--- src/rtl/cas_pkg.sv ---
package cas_pkg;

    localparam int ACC_W    = 12;
    localparam int BYTE_W   = 8;
    localparam int STAT_W   = 9;

    typedef enum logic [2:0] {
        IOP_CLEAR    = 3'd0,
        IOP_SKIP_DF  = 3'd1,
        IOP_SKIP_ERR = 3'd2,
        IOP_SKIP_RDY = 3'd3,
        IOP_LOAD_A   = 3'd4,
        IOP_SKIP_ANY = 3'd5,
        IOP_GO       = 3'd6,
        IOP_READ_B   = 3'd7
    } iot_op_e;

    typedef enum logic [2:0] {
        FN_READ      = 3'd0,
        FN_REWIND    = 3'd1,
        FN_WRITE     = 3'd2,
        FN_SPC_RFILE = 3'd3,
        FN_GAP       = 3'd4,
        FN_SPC_RBLK  = 3'd5,
        FN_CRC       = 3'd6,
        FN_SPC_FFILE = 3'd7
    } tape_fn_e;

    // command register, only the bits that carry meaning are stored
    typedef struct packed {
        logic     enable;
        logic     unit;
        tape_fn_e fn;
        logic     irq_en;
    } cmd_reg_t;

    // status word, bit 8 down to bit 0
    typedef struct packed {
        logic wr_lock_err;
        logic crc_err;
        logic timing_err;
        logic end_mark;
        logic end_file;
        logic empty;
        logic rewinding;
        logic wr_locked;
        logic ready;
    } stat_word_t;

    typedef struct packed {
        logic wle;
        logic crc;
        logic tim;
        logic beot;
        logic eof;
        logic rew;
    } err_latch_t;

    typedef struct packed {
        logic empty;
        logic wlk;
        logic rdy;
        logic rew;
    } live_bits_t;

    typedef struct packed {
        logic clear;
        logic load_a;
        logic go;
        logic read_b;
        logic skip_df;
        logic skip_err;
        logic skip_rdy;
        logic skip_any;
    } iot_cmd_t;

    function automatic logic fn_writes(tape_fn_e f);
        return (f == FN_WRITE) || (f == FN_GAP);
    endfunction

    function automatic logic stat_any_err(stat_word_t s);
        return s.wr_lock_err | s.crc_err | s.timing_err |
               s.end_mark | s.end_file | s.empty;
    endfunction

endpackage

--- src/rtl/cas_iot_decode.sv ---
module cas_iot_decode
    import cas_pkg::*;
(
    input  logic     stb,
    input  logic [2:0] op,
    output iot_cmd_t cmd
);
    always_comb begin
        cmd = '0;
        if (stb) begin
            unique case (iot_op_e'(op))
                IOP_CLEAR:    cmd.clear    = 1'b1;
                IOP_SKIP_DF:  cmd.skip_df  = 1'b1;
                IOP_SKIP_ERR: cmd.skip_err = 1'b1;
                IOP_SKIP_RDY: cmd.skip_rdy = 1'b1;
                IOP_LOAD_A:   cmd.load_a   = 1'b1;
                IOP_SKIP_ANY: cmd.skip_any = 1'b1;
                IOP_GO:       cmd.go       = 1'b1;
                IOP_READ_B:   cmd.read_b   = 1'b1;
                default:      cmd          = '0;
            endcase
        end
    end
endmodule

--- src/rtl/cas_unit_view.sv ---
module cas_unit_view
    import cas_pkg::*;
#(
    parameter int NDRV = 2,
    localparam int UW = (NDRV > 1) ? $clog2(NDRV) : 1
)(
    input  logic            enable,
    input  logic [UW-1:0]   sel,
    input  logic [NDRV-1:0] attached,
    input  logic [NDRV-1:0] wprot,
    input  logic [NDRV-1:0] busy,
    input  logic            rew_latch,
    output logic            any_busy,
    output live_bits_t      live
);
    logic          hit;
    logic [UW-1:0] hit_idx;
    logic [UW-1:0] idx;
    logic          have_unit;
    logic          u_att;
    logic          u_wp;
    logic          u_bsy;

    // scan from the top so the lowest busy drive is the one kept
    always_comb begin
        hit     = 1'b0;
        hit_idx = '0;
        for (int i = NDRV - 1; i >= 0; i--) begin
            if (busy[i]) begin
                hit     = 1'b1;
                hit_idx = UW'(i);
            end
        end
    end

    assign any_busy  = hit;
    assign have_unit = hit | enable;
    assign idx       = hit ? hit_idx : sel;
    assign u_att     = attached[idx];
    assign u_wp      = wprot[idx];
    assign u_bsy     = busy[idx];

    always_comb begin
        live = '0;
        if (have_unit) begin
            live.empty = ~u_att;
            live.rdy   = ~u_bsy;
            live.rew   = rew_latch & u_att & u_bsy;
            live.wlk   = ~u_att | u_wp | (rew_latch & u_att & u_bsy);
        end
    end
endmodule

--- src/rtl/cas_status_latch.sv ---
module cas_status_latch
    import cas_pkg::*;
(
    input  logic       clk,
    input  logic       rst,
    input  logic       clr_all,
    input  logic       clr_xfer,
    input  logic       set_wle,
    input  logic       set_rew,
    input  logic       ev_crc,
    input  logic       ev_eof,
    input  logic       ev_end,
    input  logic       df_set,
    input  logic       df_clr,
    output err_latch_t err,
    output logic       df
);
    logic late;

    assign late = df_set & df & ~df_clr;

    always_ff @(posedge clk) begin
        if (rst || clr_all) begin
            err <= '0;
            df  <= 1'b0;
        end else begin
            err.wle  <= (err.wle  & ~clr_xfer) | set_wle;
            err.crc  <= (err.crc  & ~clr_xfer) | ev_crc;
            err.tim  <= (err.tim  & ~clr_xfer) | late;
            err.beot <= (err.beot & ~clr_xfer) | ev_end;
            err.eof  <= (err.eof  & ~clr_xfer) | ev_eof;
            err.rew  <= (err.rew  & ~clr_xfer) | set_rew;
            df       <= (df & ~df_clr) | df_set;
        end
    end
endmodule

--- src/rtl/cas_host_regs.sv ---
module cas_host_regs
    import cas_pkg::*;
#(
    parameter int NDRV = 2
)(
    input  logic            clk,
    input  logic            rst,
    input  logic            iot_stb,
    input  logic [2:0]      iot_op,
    input  logic [11:0]     acc_in,
    input  logic [NDRV-1:0] drv_attached,
    input  logic [NDRV-1:0] drv_wprot,
    input  logic [NDRV-1:0] drv_busy,
    input  logic            eng_df_set,
    input  logic            eng_crc_err,
    input  logic            eng_eof,
    input  logic            eng_end_mark,
    output logic            res_valid,
    output logic [11:0]     res_acc,
    output logic            res_skip,
    output logic            irq,
    output logic            go_start,
    output logic            go_cont,
    output logic [2:0]      go_fn,
    output logic            go_unit,
    output logic [7:0]      go_wdata
);
    localparam int UW = (NDRV > 1) ? $clog2(NDRV) : 1;

    iot_cmd_t   cmd;
    cmd_reg_t   ra;
    err_latch_t err;
    live_bits_t live;
    stat_word_t sw_full;
    stat_word_t sw_vis;
    logic       df;
    logic       any_busy;
    logic [UW-1:0] sel;
    logic       err_any;
    logic       start_ok;
    logic       wle_hit;
    logic       start_go;
    logic       set_rew;

    cas_iot_decode u_dec (
        .stb (iot_stb),
        .op  (iot_op),
        .cmd (cmd)
    );

    always_ff @(posedge clk) begin
        if (rst || cmd.clear) begin
            ra <= '0;
        end else if (cmd.load_a) begin
            ra.enable <= acc_in[7];
            ra.unit   <= acc_in[6];
            ra.fn     <= tape_fn_e'(acc_in[5:3]);
            ra.irq_en <= acc_in[0];
        end
    end

    assign sel = UW'(ra.unit);

    cas_unit_view #(.NDRV(NDRV)) u_view (
        .enable    (ra.enable),
        .sel       (sel),
        .attached  (drv_attached),
        .wprot     (drv_wprot),
        .busy      (drv_busy),
        .rew_latch (err.rew),
        .any_busy  (any_busy),
        .live      (live)
    );

    // go handling: start when idle, continue when a drive is moving
    assign start_ok = cmd.go & ~any_busy & ra.enable & drv_attached[sel];
    assign wle_hit  = start_ok & fn_writes(ra.fn) & drv_wprot[sel];
    assign start_go = start_ok & ~wle_hit;
    assign set_rew  = start_go & (ra.fn == FN_REWIND);

    cas_status_latch u_lat (
        .clk      (clk),
        .rst      (rst),
        .clr_all  (cmd.clear),
        .clr_xfer (start_ok),
        .set_wle  (wle_hit),
        .set_rew  (set_rew),
        .ev_crc   (eng_crc_err),
        .ev_eof   (eng_eof),
        .ev_end   (eng_end_mark),
        .df_set   (eng_df_set),
        .df_clr   (cmd.go),
        .err      (err),
        .df       (df)
    );

    always_comb begin
        sw_full             = '0;
        sw_full.wr_lock_err = err.wle;
        sw_full.crc_err     = err.crc;
        sw_full.timing_err  = err.tim;
        sw_full.end_mark    = err.beot;
        sw_full.end_file    = err.eof;
        sw_full.empty       = live.empty;
        sw_full.rewinding   = live.rew;
        sw_full.wr_locked   = live.wlk;
        sw_full.ready       = live.rdy;
    end

    assign sw_vis  = ra.enable ? sw_full : '0;
    assign err_any = stat_any_err(sw_vis);
    assign irq     = ra.irq_en & (df | err_any | sw_vis.ready);

    always_ff @(posedge clk) begin
        if (rst) begin
            res_valid <= 1'b0;
            res_acc   <= '0;
            res_skip  <= 1'b0;
            go_start  <= 1'b0;
            go_cont   <= 1'b0;
            go_fn     <= '0;
            go_unit   <= 1'b0;
            go_wdata  <= '0;
        end else begin
            res_valid <= iot_stb;
            res_skip  <= (cmd.skip_df  & df) |
                         (cmd.skip_err & err_any) |
                         (cmd.skip_rdy & sw_vis.ready & ~sw_vis.empty) |
                         (cmd.skip_any & (df | err_any | sw_vis.ready));
            if (cmd.load_a)
                res_acc <= {4'h0, ~acc_in[7:0]};
            else if (cmd.read_b)
                res_acc <= {4'h0, sw_vis[7:0]};
            else
                res_acc <= acc_in;
            go_start <= start_go;
            go_cont  <= cmd.go & any_busy;
            if (cmd.go) begin
                go_fn    <= ra.fn;
                go_unit  <= ra.unit;
                go_wdata <= acc_in[7:0];
            end
        end
    end
endmodule

--- config.mk ---
export PLATFORM = sky130hd
export DESIGN_NAME = cas_host_regs
export DESIGN_NICKNAME = d
export VERILOG_FILES = /design/src/rtl/cas_pkg.sv /design/src/rtl/cas_iot_decode.sv /design/src/rtl/cas_unit_view.sv /design/src/rtl/cas_status_latch.sv /design/src/rtl/cas_host_regs.sv
export SDC_FILE = /design/constraint.sdc
export NUM_CORES = 1
export LEC_CHECK = 0
export BUFFER_PORTS_ARGS = -buffer_cell sky130_fd_sc_hd__clkbuf_2
export CORE_UTILIZATION = 54
export CTS_CLUSTER_DIAMETER = 150
export DETAILED_ROUTE_END_ITERATION = 8
export HOLD_SLACK_MARGIN = 0.02
export PLACE_DENSITY = 0.88
export SYNTH_ARGS = -nofsm -noshare
export SYNTH_HDL_FRONTEND = slang
export SYNTH_HIERARCHICAL = 1
export SYNTH_SLANG_ARGS = --single-unit
--- constraint.sdc ---
create_clock -name clk -period 4.1 [get_ports clk]
set_input_delay 0.205 -clock clk [delete_from_list [all_inputs] [get_ports clk]]
set_output_delay 0.205 -clock clk [all_outputs]
set_load 0.02 [all_outputs]
==> flow_summary.toml <==
[clock_tree]
postCtsHoldBufs = 0
tritoncts_num_sinks = 41
clock_path_buffers = 2
cts_tree = "done"
clkTransAtPathRegs_ns = 0.12
cts-resized-gates = 0
htree_levels = 2
insertion_delay_ns = 0.36
cts_setup_buffers = 0
clock-root-buffer = "clkbuf_4"
numCtsBuffers = 5

[setup_path]
r2r-start = "sel"
critPathBufInv = 1
worst_ep_arrival_time_ns = 1.99
worstPathRequired_ns = 3.89
crit_path_max_incr_delay_ns = 0.40
path_class = "flop to primary output"
critPathTopFamily = "flip-flops"
crit_chain = "o21bai_1, mux2_4, nor2_1, nor4_1, a31oi_1, clkbuf_2"
critical_path.startpoint_type = "flop"
end_kind = "primary output"
crit_fanout = 6
rrSetupSlack_ns = 2.39
r2r_cells = 6
worstReg2RegEnd = "res_skip"
crit_start = "sel"
crit_slowest_cell = "dfxtp_1"

[finish]
antenna_cells = 0
fin_area_um2 = 2198
final_cell_mix = "clkbuf_2 (56), dfxtp_1 (41), nor2_1 (26), mux2i_1 (21), nand2b_1 (12)"
drive_above_1_share = 0.3443
syn2layout_area_growth_pct = 18.96
final_common_cell = "clkbuf_2"
final_util = 0.6972
nFillCells = 279
nNetsFinal = 271

[synth]
avgSynthCellArea_um2 = 9.676
yosysTopAreaCellShare = 0.4441
syn_nets = 219
muxShareOfSynthArea = 0.1219
synth_edf_count = 0
async_reset_ff_frac = 0
synth_area_leader_cell = "dfxtp_1"
synthXorXnorAreaFrac = 0.004739
synth_ff_type = "dfxtp_1"
synth_area_leaders = "dfxtp_1 (44%), mux2i_1 (11%), nor2_1 (5.3%)"
synth_top_family_by_area = "simple AND/OR/NAND/NOR gates"
synth_fa_ha_area_frac = 0
netlist_area_um2 = 1848
yosysSeqAreaShare = 0.4441
ys_seq_elements = 41
ys.warnings.count = 6
yosys.area_share.simple = 0.2478
synth-compound-area-share = 0.1313
yosysUniqueCellTypes = 43
synthCells = 191

[grt]
grt_pass1_wl_um = 6120
grt_pass1_vias = 1311
antenna_found_initial = 0
grt_start_max_net_pins = 28
grt_usage = 0.2321
gr-total-overflow = 0

[place]
postPlaceCellArea_um2 = 2128
gp_congestion = 0.8748
port_buffers = 56
dpl.hpwl_um = 2725

[sta]
fin_setup_tns_ns = 0
rsz0062_at_grt = "no"
fin_crit_ns = 2.192
slew_headroom = 0.6355
finalHoldViolations = 0
setup_viol = 0
worstMarginPinSlew_ns = 0.5460
skew_ns = 0.009721
finalCritPeriodShare = 0.5346
slew_viol_final = 0
fmax_ghz = 0.4562

[drt]
first_pass_iters = 4
drt_iter0_markers = 51
ant_nets = 0
avgViaCountPerCell = 5.347
finalWirelength_um = 3952
drc = 0
vias = 1540
wl_per_cell_um = 13.72

[hold_path]
hold_path_end = "res_acc[8]"
hp-class = "primary input to flop"
holdPathStages = 2
worstHoldStart = "acc_in[8]"

[power]
power_density_nw_per_um2 = 341.4
p_int_uw = 552.2
p_seq_frac = 0.562
p_comb_frac = 0.128
p_sw_uw = 198.2
switching_share = 0.2641
p_leak_uw = 0.0009143
ir_worst_vdd_uv = 299.8
clkPwrFrac = 0.310

[floorplanning]
start_util = 0.5861
die_x_um = 60.50
dieArea_um2 = 3660
core_area_um2 = 3153
num_io_pins = 57
dieHeight_um = 60.50
std_cell_rows = 20

[run]
drv_cap = 0

[outcome]
status = "complete, no violations"
==> worst max path at each step <==
stage                         to  slack, ns  cells after the start
detailed placement  u_lat/err[3]       2.20                      7
global route                 irq       1.79                      6
floorplan                    irq       2.42                      5
CTS                          irq       1.93                      6
global placement    u_lat/err[0]       2.25                      7
finish                       irq       1.91                      6
==> registers in the layout, indices dropped and copies added, names as in the netlist <==
signal     count
go_start       1
go_unit        1
res_acc       12
u_lat/df       1
sel            1
go_wdata       8
go_cont        1
ra             5
res_valid      1
u_lat/err      6
go_fn          3
res_skip       1
==> cell usage after synthesis, drive strengths merged, types with 2 or more instances <==
library cell / n
nand2b: 12
a32oi: 5
dfxtp: 41
nor4b: 3
a311oi: 2
a211oi: 2
nor2b: 4
nor2: 26
inv: 10
a31oi: 2
and4bb: 3
and2: 5
nand2: 3
buf: 6
clkbuf: 5
a21oi: 15
mux2i: 21
and4b: 3
nor3: 3
or2: 2
==> logic make-up after synthesis <==
family	Yosys count
AOI/OAI and AO/OA	33
xor gates and xnor gates	1
buffers and inverters	21
DFF	41
muxes	22
and+or+nand+nor	73
==> power groups by stage <==
stage	clock network, uW	logic [uW]	registers, uW
2_1_floorplan	0	48.5	441
3_3_place_gp	0	93.3	430
3_5_place_dp	0	95.4	430
4_1_cts	233	95.7	422
5_1_grt	257	105	424
6_report	233	96.3	422
==> per-layer routing <==
| metal | vias up | part of all wire | track usage |
|---|---|---|---|
| li1 | 774 | - | - |
| met1 | 707 | 0.46 | 0.3069 |
| met2 | 51 | 0.47 | 0.3532 |
| met3 | 8 | 0.053 | 0.07036 |
| met4 | 0 | 0.021 | 0.09740 |
| met5 | - | 0 | 0 |
==> through the flow <==
| stage | hold slack, ns | power [uW] | worst slack, ns | cells |
|---|---|---|---|---|
| after floorplan | 0.3088 | 489.8 | 2.424 | 191 |
| after global placement | 0.4044 | 523.4 | 2.253 | 280 |
| after detailed placement | 0.4084 | 525.9 | 2.204 | 280 |
| after CTS | 0.03680 | 750.3 | 1.925 | 288 |
| after global routing | 0.02754 | 785.5 | 1.791 | 288 |
| final | 0.03150 | 750.5 | 1.908 | 288 |
==> cell type report <==
cell class / count / area, um^2 / area share
clock buffer: 7 / 65.06 / 0.02960
multi-input combinational: 129 / 934.6 / 0.4252
clock inverter: 1 / 5.005 / 0.002277
tap: 44 / 55.05 / 0.02504
timing repair buffer: 56 / 280.3 / 0.1275
sequential: 41 / 820.8 / 0.3734
inverter: 10 / 37.54 / 0.01707
Power figures use the tool's default switching activity.
